### src/rtl/ppx_pkg.sv
package ppx_pkg;

    typedef enum logic [2:0] {
        FLT_NONE     = 3'd0,
        FLT_ADDR     = 3'd1,
        FLT_REFILL   = 3'd2,
        FLT_INVALID  = 3'd3,
        FLT_MODIFIED = 3'd4
    } flt_e;

    typedef enum logic [2:0] {
        ST_IDLE,
        ST_CLASSIFY,
        ST_SEARCH,
        ST_RESOLVE,
        ST_REPLY
    } st_e;

    typedef enum logic [1:0] {
        SEG_MAPPED,
        SEG_CACHED,
        SEG_UNCACHED
    } seg_e;

endpackage

### src/rtl/ppx_seg_classify.sv
module ppx_seg_classify
    import ppx_pkg::*;
#(
    parameter int ADDR_W  = 32,
    parameter int BYTES_W = 3
) (
    input  logic [ADDR_W-1:0]  va,
    input  logic [BYTES_W-1:0] acc_bytes,
    output seg_e               seg,
    output logic               misaligned,
    output logic [ADDR_W-1:0]  direct_pa
);
    localparam logic [ADDR_W-1:0] DIRECT_MASK = {3'b000, {(ADDR_W-3){1'b1}}};

    logic [BYTES_W-1:0] size_mask;

    always_comb begin
        size_mask  = acc_bytes - BYTES_W'(1);
        misaligned = (size_mask & va[BYTES_W-1:0]) != '0;
        direct_pa  = va & DIRECT_MASK;
        unique case (va[ADDR_W-1 -: 3])
            3'b100:  seg = SEG_CACHED;
            3'b101:  seg = SEG_UNCACHED;
            default: seg = SEG_MAPPED;
        endcase
    end

endmodule

### src/rtl/ppx_entry_table.sv
module ppx_entry_table #(
    parameter int ENTRIES = 16,
    parameter int VPN_W   = 21,
    parameter int ASID_W  = 8,
    parameter int PFN_W   = 22,
    parameter int SZ_W    = 4,
    localparam int IDX_W  = (ENTRIES > 1) ? $clog2(ENTRIES) : 1
) (
    input  logic              clk,
    input  logic              rst_n,
    input  logic              wr_en,
    input  logic [IDX_W-1:0]  wr_idx,
    input  logic [VPN_W-1:0]  wr_vpn,
    input  logic [ASID_W-1:0] wr_asid,
    input  logic              wr_global,
    input  logic [SZ_W-1:0]   wr_size,
    input  logic [PFN_W-1:0]  wr_pfn0,
    input  logic [PFN_W-1:0]  wr_pfn1,
    input  logic [1:0]        wr_valid,
    input  logic [1:0]        wr_dirty,
    input  logic [VPN_W-1:0]  lk_vpn,
    input  logic [ASID_W-1:0] lk_asid,
    output logic              lk_hit,
    output logic [IDX_W-1:0]  lk_idx,
    input  logic [IDX_W-1:0]  rd_idx,
    output logic [SZ_W-1:0]   rd_size,
    output logic [PFN_W-1:0]  rd_pfn0,
    output logic [PFN_W-1:0]  rd_pfn1,
    output logic [1:0]        rd_valid,
    output logic [1:0]        rd_dirty
);
    logic [VPN_W-1:0]  vpn_q  [ENTRIES];
    logic [ASID_W-1:0] asid_q [ENTRIES];
    logic              glob_q [ENTRIES];
    logic [SZ_W-1:0]   size_q [ENTRIES];
    logic [PFN_W-1:0]  pfn0_q [ENTRIES];
    logic [PFN_W-1:0]  pfn1_q [ENTRIES];
    logic [1:0]        vld_q  [ENTRIES];
    logic [1:0]        drt_q  [ENTRIES];
    logic [ENTRIES-1:0] match;

    always_ff @(posedge clk or negedge rst_n) begin
        if (!rst_n) begin
            for (int i = 0; i < ENTRIES; i++) begin
                vpn_q[i]  <= '0;
                asid_q[i] <= '0;
                glob_q[i] <= 1'b0;
                size_q[i] <= '0;
                pfn0_q[i] <= '0;
                pfn1_q[i] <= '0;
                vld_q[i]  <= '0;
                drt_q[i]  <= '0;
            end
        end else if (wr_en) begin
            vpn_q[wr_idx]  <= wr_vpn;
            asid_q[wr_idx] <= wr_asid;
            glob_q[wr_idx] <= wr_global;
            size_q[wr_idx] <= wr_size;
            pfn0_q[wr_idx] <= wr_pfn0;
            pfn1_q[wr_idx] <= wr_pfn1;
            vld_q[wr_idx]  <= wr_valid;
            drt_q[wr_idx]  <= wr_dirty;
        end
    end

    for (genvar g = 0; g < ENTRIES; g++) begin : g_cmp
        logic [VPN_W-1:0] care;
        assign care     = ~((VPN_W'(1) << size_q[g]) - VPN_W'(1));
        assign match[g] = (((vpn_q[g] ^ lk_vpn) & care) == '0)
                          && (glob_q[g] || (asid_q[g] == lk_asid));
    end

    always_comb begin
        lk_hit = 1'b0;
        lk_idx = '0;
        for (int i = ENTRIES - 1; i >= 0; i--) begin
            if (match[i]) begin
                lk_hit = 1'b1;
                lk_idx = IDX_W'(i);
            end
        end
    end

    assign rd_size  = size_q[rd_idx];
    assign rd_pfn0  = pfn0_q[rd_idx];
    assign rd_pfn1  = pfn1_q[rd_idx];
    assign rd_valid = vld_q[rd_idx];
    assign rd_dirty = drt_q[rd_idx];

endmodule

### src/rtl/ppx_page_resolve.sv
module ppx_page_resolve
    import ppx_pkg::*;
#(
    parameter int ADDR_W    = 32,
    parameter int MIN_SHIFT = 10,
    parameter int SZ_W      = 4,
    localparam int PFN_W    = ADDR_W - MIN_SHIFT,
    localparam int SH_W     = $clog2(ADDR_W) + 1
) (
    input  logic [ADDR_W-1:0] va,
    input  logic [SZ_W-1:0]   size,
    input  logic [PFN_W-1:0]  pfn0,
    input  logic [PFN_W-1:0]  pfn1,
    input  logic [1:0]        valid,
    input  logic [1:0]        dirty,
    input  logic              data_write,
    output flt_e              fault,
    output logic [ADDR_W-1:0] pa
);
    logic [SH_W-1:0]   shift;
    logic [ADDR_W-1:0] shifted_va;
    logic [ADDR_W-1:0] off_mask;
    logic [ADDR_W-1:0] frame_base;
    logic              odd;

    always_comb begin
        shift      = SH_W'(MIN_SHIFT) + SH_W'(size);
        shifted_va = va >> shift;
        odd        = shifted_va[0];
        off_mask   = (ADDR_W'(1) << shift) - ADDR_W'(1);
        frame_base = odd ? {pfn1, {MIN_SHIFT{1'b0}}} : {pfn0, {MIN_SHIFT{1'b0}}};
        pa         = (frame_base & ~off_mask) | (va & off_mask);
        if (!valid[odd]) begin
            fault = FLT_INVALID;
        end else if (data_write && !dirty[odd]) begin
            fault = FLT_MODIFIED;
        end else begin
            fault = FLT_NONE;
        end
    end

endmodule

### src/rtl/pair_page_xlate.sv
module pair_page_xlate
    import ppx_pkg::*;
#(
    parameter int ADDR_W    = 32,
    parameter int MIN_SHIFT = 10,
    parameter int ENTRIES   = 16,
    parameter int ASID_W    = 8,
    parameter int SZ_W      = 4,
    parameter int BYTES_W   = 3,
    localparam int VPN_LSB  = MIN_SHIFT + 1,
    localparam int VPN_W    = ADDR_W - VPN_LSB,
    localparam int PFN_W    = ADDR_W - MIN_SHIFT,
    localparam int IDX_W    = (ENTRIES > 1) ? $clog2(ENTRIES) : 1
) (
    input  logic               clk,
    input  logic               rst_n,
    input  logic               req_valid,
    output logic               req_ready,
    input  logic [ADDR_W-1:0]  req_vaddr,
    input  logic [BYTES_W-1:0] req_bytes,
    input  logic               req_write,
    input  logic               req_fetch,
    input  logic               req_kernel,
    input  logic [ASID_W-1:0]  req_asid,
    input  logic               small_pages,
    input  logic               tw_en,
    input  logic [IDX_W-1:0]   tw_idx,
    input  logic [VPN_W-1:0]   tw_vpn,
    input  logic [ASID_W-1:0]  tw_asid,
    input  logic               tw_global,
    input  logic [SZ_W-1:0]    tw_size,
    input  logic [PFN_W-1:0]   tw_pfn_even,
    input  logic [PFN_W-1:0]   tw_pfn_odd,
    input  logic [1:0]         tw_valid,
    input  logic [1:0]         tw_dirty,
    output logic               rsp_valid,
    output logic [2:0]         rsp_fault,
    output logic [ADDR_W-1:0]  rsp_paddr,
    output logic [ADDR_W-1:0]  rsp_badva,
    output logic [1:0]         rsp_vpn_lo,
    output logic [VPN_W-3:0]   rsp_vpn_hi
);
    st_e state_q, state_d;

    logic [ADDR_W-1:0]  va_q;
    logic [BYTES_W-1:0] bytes_q;
    logic               dwrite_q;
    logic               kern_q;
    logic [ASID_W-1:0]  asid_q;
    logic               sp_q;
    logic               hit_q;
    logic [IDX_W-1:0]   idx_q;
    flt_e               res_fault_q;
    logic [ADDR_W-1:0]  res_pa_q;

    seg_e              seg;
    logic              misaligned;
    logic [ADDR_W-1:0] direct_pa;
    logic [VPN_W-1:0]  lk_vpn;
    logic              lk_hit;
    logic [IDX_W-1:0]  lk_idx;
    logic [SZ_W-1:0]   ent_size;
    logic [PFN_W-1:0]  ent_pfn0;
    logic [PFN_W-1:0]  ent_pfn1;
    logic [1:0]        ent_valid;
    logic [1:0]        ent_dirty;
    flt_e              page_fault;
    logic [ADDR_W-1:0] page_pa;
    logic              early_done;
    flt_e              early_fault;

    ppx_seg_classify #(.ADDR_W(ADDR_W), .BYTES_W(BYTES_W)) u_classify (
        .va         (va_q),
        .acc_bytes  (bytes_q),
        .seg        (seg),
        .misaligned (misaligned),
        .direct_pa  (direct_pa)
    );

    always_comb begin
        lk_vpn = va_q[ADDR_W-1:VPN_LSB];
        if (!sp_q) begin
            lk_vpn[1:0] = 2'b00;
        end
    end

    ppx_entry_table #(
        .ENTRIES(ENTRIES), .VPN_W(VPN_W), .ASID_W(ASID_W),
        .PFN_W(PFN_W), .SZ_W(SZ_W)
    ) u_table (
        .clk       (clk),
        .rst_n     (rst_n),
        .wr_en     (tw_en),
        .wr_idx    (tw_idx),
        .wr_vpn    (tw_vpn),
        .wr_asid   (tw_asid),
        .wr_global (tw_global),
        .wr_size   (tw_size),
        .wr_pfn0   (tw_pfn_even),
        .wr_pfn1   (tw_pfn_odd),
        .wr_valid  (tw_valid),
        .wr_dirty  (tw_dirty),
        .lk_vpn    (lk_vpn),
        .lk_asid   (asid_q),
        .lk_hit    (lk_hit),
        .lk_idx    (lk_idx),
        .rd_idx    (idx_q),
        .rd_size   (ent_size),
        .rd_pfn0   (ent_pfn0),
        .rd_pfn1   (ent_pfn1),
        .rd_valid  (ent_valid),
        .rd_dirty  (ent_dirty)
    );

    ppx_page_resolve #(.ADDR_W(ADDR_W), .MIN_SHIFT(MIN_SHIFT), .SZ_W(SZ_W)) u_resolve (
        .va         (va_q),
        .size       (ent_size),
        .pfn0       (ent_pfn0),
        .pfn1       (ent_pfn1),
        .valid      (ent_valid),
        .dirty      (ent_dirty),
        .data_write (dwrite_q),
        .fault      (page_fault),
        .pa         (page_pa)
    );

    // Outcome known already in ST_CLASSIFY: bypass windows and misaligned mapped accesses.
    always_comb begin
        early_done  = 1'b1;
        early_fault = FLT_NONE;
        unique case (seg)
            SEG_CACHED:   early_fault = (!kern_q || misaligned) ? FLT_ADDR : FLT_NONE;
            SEG_UNCACHED: early_fault = FLT_NONE;
            SEG_MAPPED: begin
                early_done  = misaligned;
                early_fault = FLT_ADDR;
            end
            default:      early_fault = FLT_NONE;
        endcase
    end

    always_ff @(posedge clk or negedge rst_n) begin
        if (!rst_n) begin
            state_q <= ST_IDLE;
        end else begin
            state_q <= state_d;
        end
    end

    always_comb begin
        state_d = state_q;
        unique case (state_q)
            ST_IDLE:     if (req_valid) state_d = ST_CLASSIFY;
            ST_CLASSIFY: state_d = early_done ? ST_REPLY : ST_SEARCH;
            ST_SEARCH:   state_d = ST_RESOLVE;
            ST_RESOLVE:  state_d = ST_REPLY;
            ST_REPLY:    state_d = ST_IDLE;
            default:     state_d = ST_IDLE;
        endcase
    end

    always_ff @(posedge clk or negedge rst_n) begin
        if (!rst_n) begin
            va_q        <= '0;
            bytes_q     <= '0;
            dwrite_q    <= 1'b0;
            kern_q      <= 1'b0;
            asid_q      <= '0;
            sp_q        <= 1'b0;
            hit_q       <= 1'b0;
            idx_q       <= '0;
            res_fault_q <= FLT_NONE;
            res_pa_q    <= '0;
        end else begin
            unique case (state_q)
                ST_IDLE: begin
                    if (req_valid) begin
                        va_q     <= req_vaddr;
                        bytes_q  <= req_bytes;
                        dwrite_q <= req_write && !req_fetch;
                        kern_q   <= req_kernel;
                        asid_q   <= req_asid;
                        sp_q     <= small_pages;
                    end
                end
                ST_CLASSIFY: begin
                    if (early_done) begin
                        res_fault_q <= early_fault;
                        res_pa_q    <= direct_pa;
                    end
                end
                ST_SEARCH: begin
                    hit_q <= lk_hit;
                    idx_q <= lk_idx;
                end
                ST_RESOLVE: begin
                    res_fault_q <= hit_q ? page_fault : FLT_REFILL;
                    res_pa_q    <= page_pa;
                end
                ST_REPLY: begin
                end
                default: begin
                end
            endcase
        end
    end

    always_comb begin
        req_ready  = (state_q == ST_IDLE);
        rsp_valid  = (state_q == ST_REPLY);
        rsp_fault  = res_fault_q;
        rsp_paddr  = res_pa_q;
        rsp_badva  = va_q;
        rsp_vpn_lo = lk_vpn[1:0];
        rsp_vpn_hi = lk_vpn[VPN_W-1:2];
    end

endmodule

### config.mk
export PLATFORM = sky130hd
export DESIGN_NAME = pair_page_xlate
export DESIGN_NICKNAME = d
export VERILOG_FILES = /design/src/rtl/ppx_pkg.sv /design/src/rtl/ppx_seg_classify.sv /design/src/rtl/ppx_entry_table.sv /design/src/rtl/ppx_page_resolve.sv /design/src/rtl/pair_page_xlate.sv
export SDC_FILE = /design/constraint.sdc
export NUM_CORES = 2
export LEC_CHECK = 0
export ABC_CLOCK_PERIOD_IN_PS = 9350
export BUFFER_PORTS_ARGS = -buffer_cell sky130_fd_sc_hd__buf_2
export CAP_MARGIN = 0
export CORE_UTILIZATION = 23
export CTS_CLUSTER_DIAMETER = 40
export CTS_CLUSTER_SIZE = 20
export DETAILED_ROUTE_END_ITERATION = 8
export PLACE_DENSITY = 0.37
export SLEW_MARGIN = 5
export SYNTH_ARGS = -nofsm -noshare
export SYNTH_HDL_FRONTEND = slang
export SYNTH_HIERARCHICAL = 1
export SYNTH_SLANG_ARGS = --single-unit
export TNS_END_PERCENT = 50
### constraint.sdc
create_clock -name clk -period 9.35 [get_ports clk]
set_clock_uncertainty 0.05 [all_clocks]
set_input_delay 1.87 -clock clk [delete_from_list [all_inputs] [get_ports clk]]
set_output_delay 1.87 -clock clk [all_outputs]
set_load 0.03 [all_outputs]
; ---- Yosys cells after proc, flatten, opt, wreduce, memory -nomap -nowiden
; Cells that the tools add are included.
[word_totals]
wordCells = 408
inputBits = 137
ff_bits = 1401
out_inout_bits = 90
[op_classes]
muxes = 87
n_eq_ne = 25
n_bitwise = 55
add_sub_neg = 19
shifts = 18
n_lt_le_gt_ge = 4
n_reduce_logical = 61
[op_table]
columns = cell, count
row1 = $bwmux W352, 2
row2 = $and A21 B21 Y21, 16
row3 = $bwmux W336, 1
row4 = $logic_not A21 Y1, 16
row5 = $not A21 Y21, 16
row6 = $shl A1 B4 Y21 const A, 16
row7 = $sub A21 B2 Y21 const B, 16
row8 = $xor A21 B21 Y21, 16
row9 = $bmux W22 S4, 2
row10 = $bwmux W128, 1
row11 = $eq A8 B8 Y1, 16
row12 = $mux W22, 5
row13 = $demux W22 S4, 1
row14 = $demux W21 S4, 1
row15 = $mux W4, 19
row16 = $and A32 B32 Y32, 2
row17 = $bwmux W32, 2
row18 = $bwmux W64, 1
row19 = $mux W32, 2
row20 = $pmux W32 S2, 1
row21 = $demux W8 S4, 1
row22 = $not A32 Y32, 1
row23 = $or A32 B32 Y32, 1
row24 = $shl A1 B6 Y32 const A, 1
row25 = other kinds (37), 113

; ---- Depth between registers and ports, before layout
[logic_depth]
word_depth = 22
depth_mapped = 17

; ---- Hierarchy
; Netlist, hierarchy kept.
[modules_own_cells]
columns = module, n_inst, area_each_um2, seq_area_each_um2, cells_each
row1 = ppx_entry_table, 1, 63952.6, 32831.5, 4534
row2 = pair_page_xlate, 1, 4136.5, 2227.1, 261
row3 = ppx_page_resolve, 1, 1382.6, 0.0, 201
row4 = ppx_seg_classify, 1, 305.3, 0.0, 41

; ---- Worst setup path after synthesis
; Ideal clock, no wire load.
[synth_path]
path_kind = reg-to-reg
startpoint = reg idx_q[0]
endpoint = reg res_pa_q[24] (netlist: rsp_paddr[24])
path_buffers = 5
arrival_ns = 5.058
path_stages_with_launch = 18
required_time_ns = 9.175
setup_slack_ns = 4.117
cell_sequence = dfrtp_1 buf_2 clkbuf_1 buf_1 mux4_2 mux4_2 ha_1 clkbuf_1 nor2b_1 nand4_1 ha_1 clkbuf_1 o311a_1 o21ai_0 xor2_1 mux2_2 mux2_4 mux2_2
[synth_via]
elab_chain_cells = 11
elab_cells_between_ends = 20
cone_classes = add/sub: 2 / shift: 2 / mux: 11 / bitwise: 5
[synth_rtl]
columns = item, line
row1 = from (decl), pair_page_xlate.sv:52  ; logic [IDX_W-1:0] idx_q;
row2 = from (signal assigned), pair_page_xlate.sv:194  ; idx_q <= lk_idx;
row3 = $not A4 Y5 (not written as such) *, ppx_entry_table.sv:84  ; assign rd_size = size_q[rd_idx];
row4 = $bmux W4 S4 *, ppx_entry_table.sv:84
row5 = $mux W4 (not written as such) * (2 in a row), ppx_entry_table.sv:84
row6 = net ent_size[1], pair_page_xlate.sv:62  ; logic [SZ_W-1:0] ent_size;
row7 = $add A4 B4 Y5 *, ppx_page_resolve.sv:27  ; shift = SH_W'(MIN_SHIFT) + SH_W'(size);
row8 = $shl A1 B6 Y32, ppx_page_resolve.sv:30  ; off_mask = (ADDR_W'(1) << shift) - ADDR_W'(1);
row9 = $sub A32 B2 Y32, ppx_page_resolve.sv:30
row10 = $not A32 Y32, ppx_page_resolve.sv:32  ; pa = (frame_base & ~off_mask) | (va & off_mask);
row11 = $and A32 B32 Y32, ppx_page_resolve.sv:32
row12 = $or A32 B32 Y32 *, ppx_page_resolve.sv:32
row13 = net page_pa[24], pair_page_xlate.sv:68  ; logic [ADDR_W-1:0] page_pa;
row14 = $pmux W32 S2 *, pair_page_xlate.sv:175  ; unique case (state_q)
row15 = to (signal assigned), pair_page_xlate.sv:189  ; res_pa_q <= direct_pa;
row16 = to (signal assigned), pair_page_xlate.sv:198  ; res_pa_q <= page_pa;
row17 = to (decl), pair_page_xlate.sv:54  ; logic [ADDR_W-1:0] res_pa_q;
; Mark *: on every way through the listed nets, which the timed path passes. The rest lies on a longest branch. The select of a mux whose other input is x is not followed.
; A chain may end at the register's enable or synchronous reset.

; ---- Worst setup path in the final report
; Same ends and word-level chain as after synthesis.

==> tab_implementation.tex <==
\begin{tabular}{lr}
\hline
Metric & Value \\
\hline
\multicolumn{2}{l}{\textbf{Worst setup path}} \\
Crit-path max FO & 86 \\
Critical Path Sink Type & register \\
Category of the worst setup path launch point & register \\
RR Startpoint & idx\_q[0] \\
Buf/Inv on CP & 1 \\
Arrival time of data at the critical path endpoint & 6650 ps \\
Required time of the critical path & 9980 ps \\
Largest delay share family, worst path & multiplexers \\
Crit path launch & idx\_q[0] \\
Slowest stage cell on the critical path & sky130\_fd\_sc\_hd\_\_ha\_1 \\
Slowest cell delay on critical path & 830 ps \\
Cell chain of the critical path & buf\_12, mux4\_2, mux4\_2, ha\_1, nor2b\_1, nand4\_1, ha\_1, o311a\_1, o21ai\_0, xor2\_1, mux2\_2, mux2\_4, mux2\_2 \\
Crit path kind & reg -> reg \\
\multicolumn{2}{l}{\textbf{Global route}} \\
Global-route wire length before repair & about 360 mm \\
GRT Residual Overflow & 0 \\
Antenna violations before repair & 44 \\
Vias in the first global route & 46,470 \\
Global routing usage summed across all routing layers & 0.1602 \\
Largest net degree at the start of global routing & 171 \\
\multicolumn{2}{l}{\textbf{Finish}} \\
Fill count & 30,550 \\
Area taken by multi-input logic gates & 0.03249 mm² \\
Layout-stage area growth over the synthesis result & 22.14\% \\
Number of non-filler instances in the completed layout & 9,364 \\
Layout cell share with drive strength beyond 1 & 0.4693 \\
\# nets final & 5,315 \\
Area taken by flip-flops and latches & 0.03509 mm² \\
\multicolumn{2}{l}{\textbf{Placed design}} \\
Routability-driven placement congestion ratio & 0.7858 \\
Inst Count DP & 8,817 \\
DP Wirelength & approximately 150 mm \\
Count of buffers inserted at the top-level ports & 226 \\
\multicolumn{2}{l}{\textbf{Clocking}} \\
Clock latency of the later-clocked register in the worst-skew pair & 840 ps \\
Root buf cell & sky130\_fd\_sc\_hd\_\_clkbuf\_16 \\
Post-cts sizing count & 0 \\
TritonCTS sink count & 1,401 \\
Count of hold-fix buffers inserted at cts & 0 \\
Number of setup buffers added after CTS & 0 \\
Maximum level of the CTS H-tree & 5 \\
TritonCTS clock tree & built \\
Clock transition at path regs & 50 ps \\
Largest buffer count on any clock path & 4 \\
Number of buffers added by the clock tree synthesis step & approximately 300 \\
\multicolumn{2}{l}{\textbf{Synthesis}} \\
Cells after Synth & between 5,000 and 6,000 \\
Combinational family with the most area after synthesis & multiplexers \\
Register bit count reported by yosys & 1,401 \\
Mux cell area share after synthesis & 0.3218 \\
Distinct cell type count of the synthesized netlist & 91 \\
Most numerous cell types in the synthesized netlist & 1,401 x sky130\_fd\_sc\_hd\_\_dfrtp\_1, 1,347 x sky130\_fd\_sc\_hd\_\_mux2\_2, 308 x sky130\_fd\_sc\_hd\_\_clkbuf\_1, 286 x sky130\_fd\_sc\_hd\_\_xor2\_1, 266 x sky130\_fd\_sc\_hd\_\_mux4\_2 \\
Top cells by area in the synthesized netlist & sky130\_fd\_sc\_hd\_\_dfrtp\_1 50\%, sky130\_fd\_sc\_hd\_\_mux2\_2 22\%, sky130\_fd\_sc\_hd\_\_mux4\_2 8.6\%, sky130\_fd\_sc\_hd\_\_xor2\_1 3.6\%, sky130\_fd\_sc\_hd\_\_xnor2\_1 2.6\% \\
Cell type with the highest aggregate area in the netlist & sky130\_fd\_sc\_hd\_\_dfrtp\_1 \\
Proportion of register bits with asynchronous set or reset after synthesis & 1.000 \\
Mean area per synthesized cell & about 14 µm² \\
Share of synthesized area occupied by flip-flops and latches & 0.5024 \\
Cell area after technology mapping & approximately 0.07 mm² \\
Top cell type's share of synthesized area & 0.5024 \\
Library cell with the highest instance count after synthesis & sky130\_fd\_sc\_hd\_\_dfrtp\_1 \\
Synth warn & 6 \\
Synth Area in Simple Gates & 0.03794 \\
Primary FF master, synth & sky130\_fd\_sc\_hd\_\_dfrtp\_1 \\
Post-Synth XOR/XNOR Area & 0.06213 \\
Number of synthesized flops with an enable pin & 0 \\
Post-Synth Adder-Cell Area & 0.003550 \\
Synthesized-area fraction occupied by ao, oa, aoi and oai cells & 0.03798 \\
\multicolumn{2}{l}{\textbf{STA}} \\
Final Hold Viols & 0 \\
RSZ-0062 raised after global routing & false \\
Pins Over Slew Limit & 0 \\
Final period util & 0.6431 \\
Number of endpoints failing setup at the final stage & 0 \\
Total Neg Setup Slack & 0 ps \\
Final worst path period need & 6013 ps \\
Transition time at the pin with the least slew margin & 1199 ps \\
Worst relative slew slack & 0.2008 \\
Max Clk Rate & 0.1663 GHz \\
\multicolumn{2}{l}{\textbf{Floorplan}} \\
I/O pin cnt & 227 \\
Row Count & 201 \\
Initial Utilization & 0.2320 \\
Area of the core region & 0.3008 mm² \\
Die width & 552.8 µm \\
Height of the die & 552.8 µm \\
Die area & 0.3056 mm² \\
\multicolumn{2}{l}{\textbf{Detailed routing}} \\
Average routed wire per standard cell & 26.36 µm \\
Antenna viol nets, final & 0 \\
Number of iterations in the first detailed-routing pass & 4 \\
Drt first-iter violations & 2,487 \\
Ratio of routed vias to standard cells & 4.649 \\
Wire length reported by the detailed router & around 250 mm \\
Vias & 43,530 \\
DR DRC count & 0 \\
\multicolumn{2}{l}{\textbf{Power}} \\
Overall Power & 27,370 µW \\
Leakage power & 0.03499 µW \\
Power per cell area & between 300 and 400 mW/mm² \\
Max rail drop VDD & 0.1393 mV \\
\multicolumn{2}{l}{\textbf{Job}} \\
Count of maximum capacitance violations & 0 \\
\multicolumn{2}{l}{\textbf{Outcome}} \\
Run status & finished clean \\
\multicolumn{2}{l}{\textbf{Hold path}} \\
Hold path start & asid\_q[6] \\
Hold WC Path Type & reg -> reg \\
\hline
\end{tabular}
[sequential cells by signal, summed over array words and instances, names as in the netlist, 64 cells and up]
name and flops:
u_table/pfn0_q 352, u_table/pfn1_q 352, u_table/vpn_q 336, u_table/asid_q 128, u_table/size_q 64
[worst reg2reg max path, cell delays in order, from the launching register on]
cell                      delay (ps)
sky130_fd_sc_hd__dfrtp_4         630
sky130_fd_sc_hd__buf_12          520
sky130_fd_sc_hd__mux4_2          680
sky130_fd_sc_hd__mux4_2          790
sky130_fd_sc_hd__ha_1            850
sky130_fd_sc_hd__nor2b_1         180
sky130_fd_sc_hd__nand4_1         140
sky130_fd_sc_hd__ha_1            380
sky130_fd_sc_hd__o311a_1         410
sky130_fd_sc_hd__o21ai_0         180
sky130_fd_sc_hd__xor2_1          210
sky130_fd_sc_hd__mux2_2          350
sky130_fd_sc_hd__mux2_4          260
sky130_fd_sc_hd__mux2_2          260
[kinds of logic (layout without fill, tap and decap cells)]
kind of cell | count (synthesis) | count (layout)
AO/OA/AOI/OAI | 398 | 398
XOR/XNOR | 495 | 495
buffers and inverters | 519 | 879
flip-flops | 1401 | 1401
other | 1 | 10
adder cells (fa/ha/maj) | 20 | 20
AND/OR/NAND/NOR | 486 | 486
multiplexers | 1717 | 1717
[power by group]
part | switching, µW | internal, µW
Combinational | 3950 | 3330
Sequential | 1300 | 7590
Clock | 3610 | 7590
[metrics by stage]
step	utilization	hold WS, ps	instance area [µm²]	setup slack (ps)
CTS	0.2833	442.5	85210	3230
floorplan	-	401.1	69780	4117
global route	0.2833	457.0	85210	2851
finish	0.2833	435.9	85230	3337
detailed placement	0.2480	431.9	74600	3254
global placement	0.2480	426.2	74600	3239
[routing by layer]
layer | vias up | GRT usage | share of wire
li1 | 18700 | - | -
met1 | 23500 | 0.2273 | 0.48
met2 | 933 | 0.2502 | 0.45
met3 | 381 | 0.02412 | 0.037
met4 | 14 | 0.04816 | 0.030
met5 | - | 0 | 0.00038
[layout by cell type (no fill, tap or decap), types with 41 or more instances in the layout]
cell type	n
sky130_fd_sc_hd__dfrtp_1	1383
sky130_fd_sc_hd__mux2_2	1347
sky130_fd_sc_hd__clkbuf_16	304
sky130_fd_sc_hd__xor2_1	286
sky130_fd_sc_hd__mux4_2	266
sky130_fd_sc_hd__buf_2	225
sky130_fd_sc_hd__xnor2_1	209
sky130_fd_sc_hd__nand2_1	97
sky130_fd_sc_hd__o21ai_0	96
sky130_fd_sc_hd__a21oi_1	93
sky130_fd_sc_hd__nor2_1	91
sky130_fd_sc_hd__buf_4	78
sky130_fd_sc_hd__mux2_1	47
sky130_fd_sc_hd__nor3_1	47
sky130_fd_sc_hd__bufinv_16	46
sky130_fd_sc_hd__clkbuf_8	44
sky130_fd_sc_hd__nor4_1	41
[path summary, 6_finish.rpt]
kind	endpoint	slack [ps]	cells after the start
min	asid_q[6]	440	1
max in group asynchronous	u_table/pfn0_q[349]	6110	3
min in group asynchronous	asid_q[1]	900	1
max	rsp_paddr[24]	3340	13
min reg2reg	asid_q[6]	440	1
max reg2reg	rsp_paddr[24]	3340	13
[final cells by class]
class	instances	share of cell area
Antenna cell	7	0.0002055
Clock buffer	386	0.09804
Clock inverter	154	0.02638
Inverter	22	0.0009689
Multi-Input combinational cell	3119	0.3812
Sequential cell	1401	0.4117
Tap cell	3958	0.05811
Timing Repair Buffer	317	0.02337
Note: power is estimated with default switching activity, not from simulation.
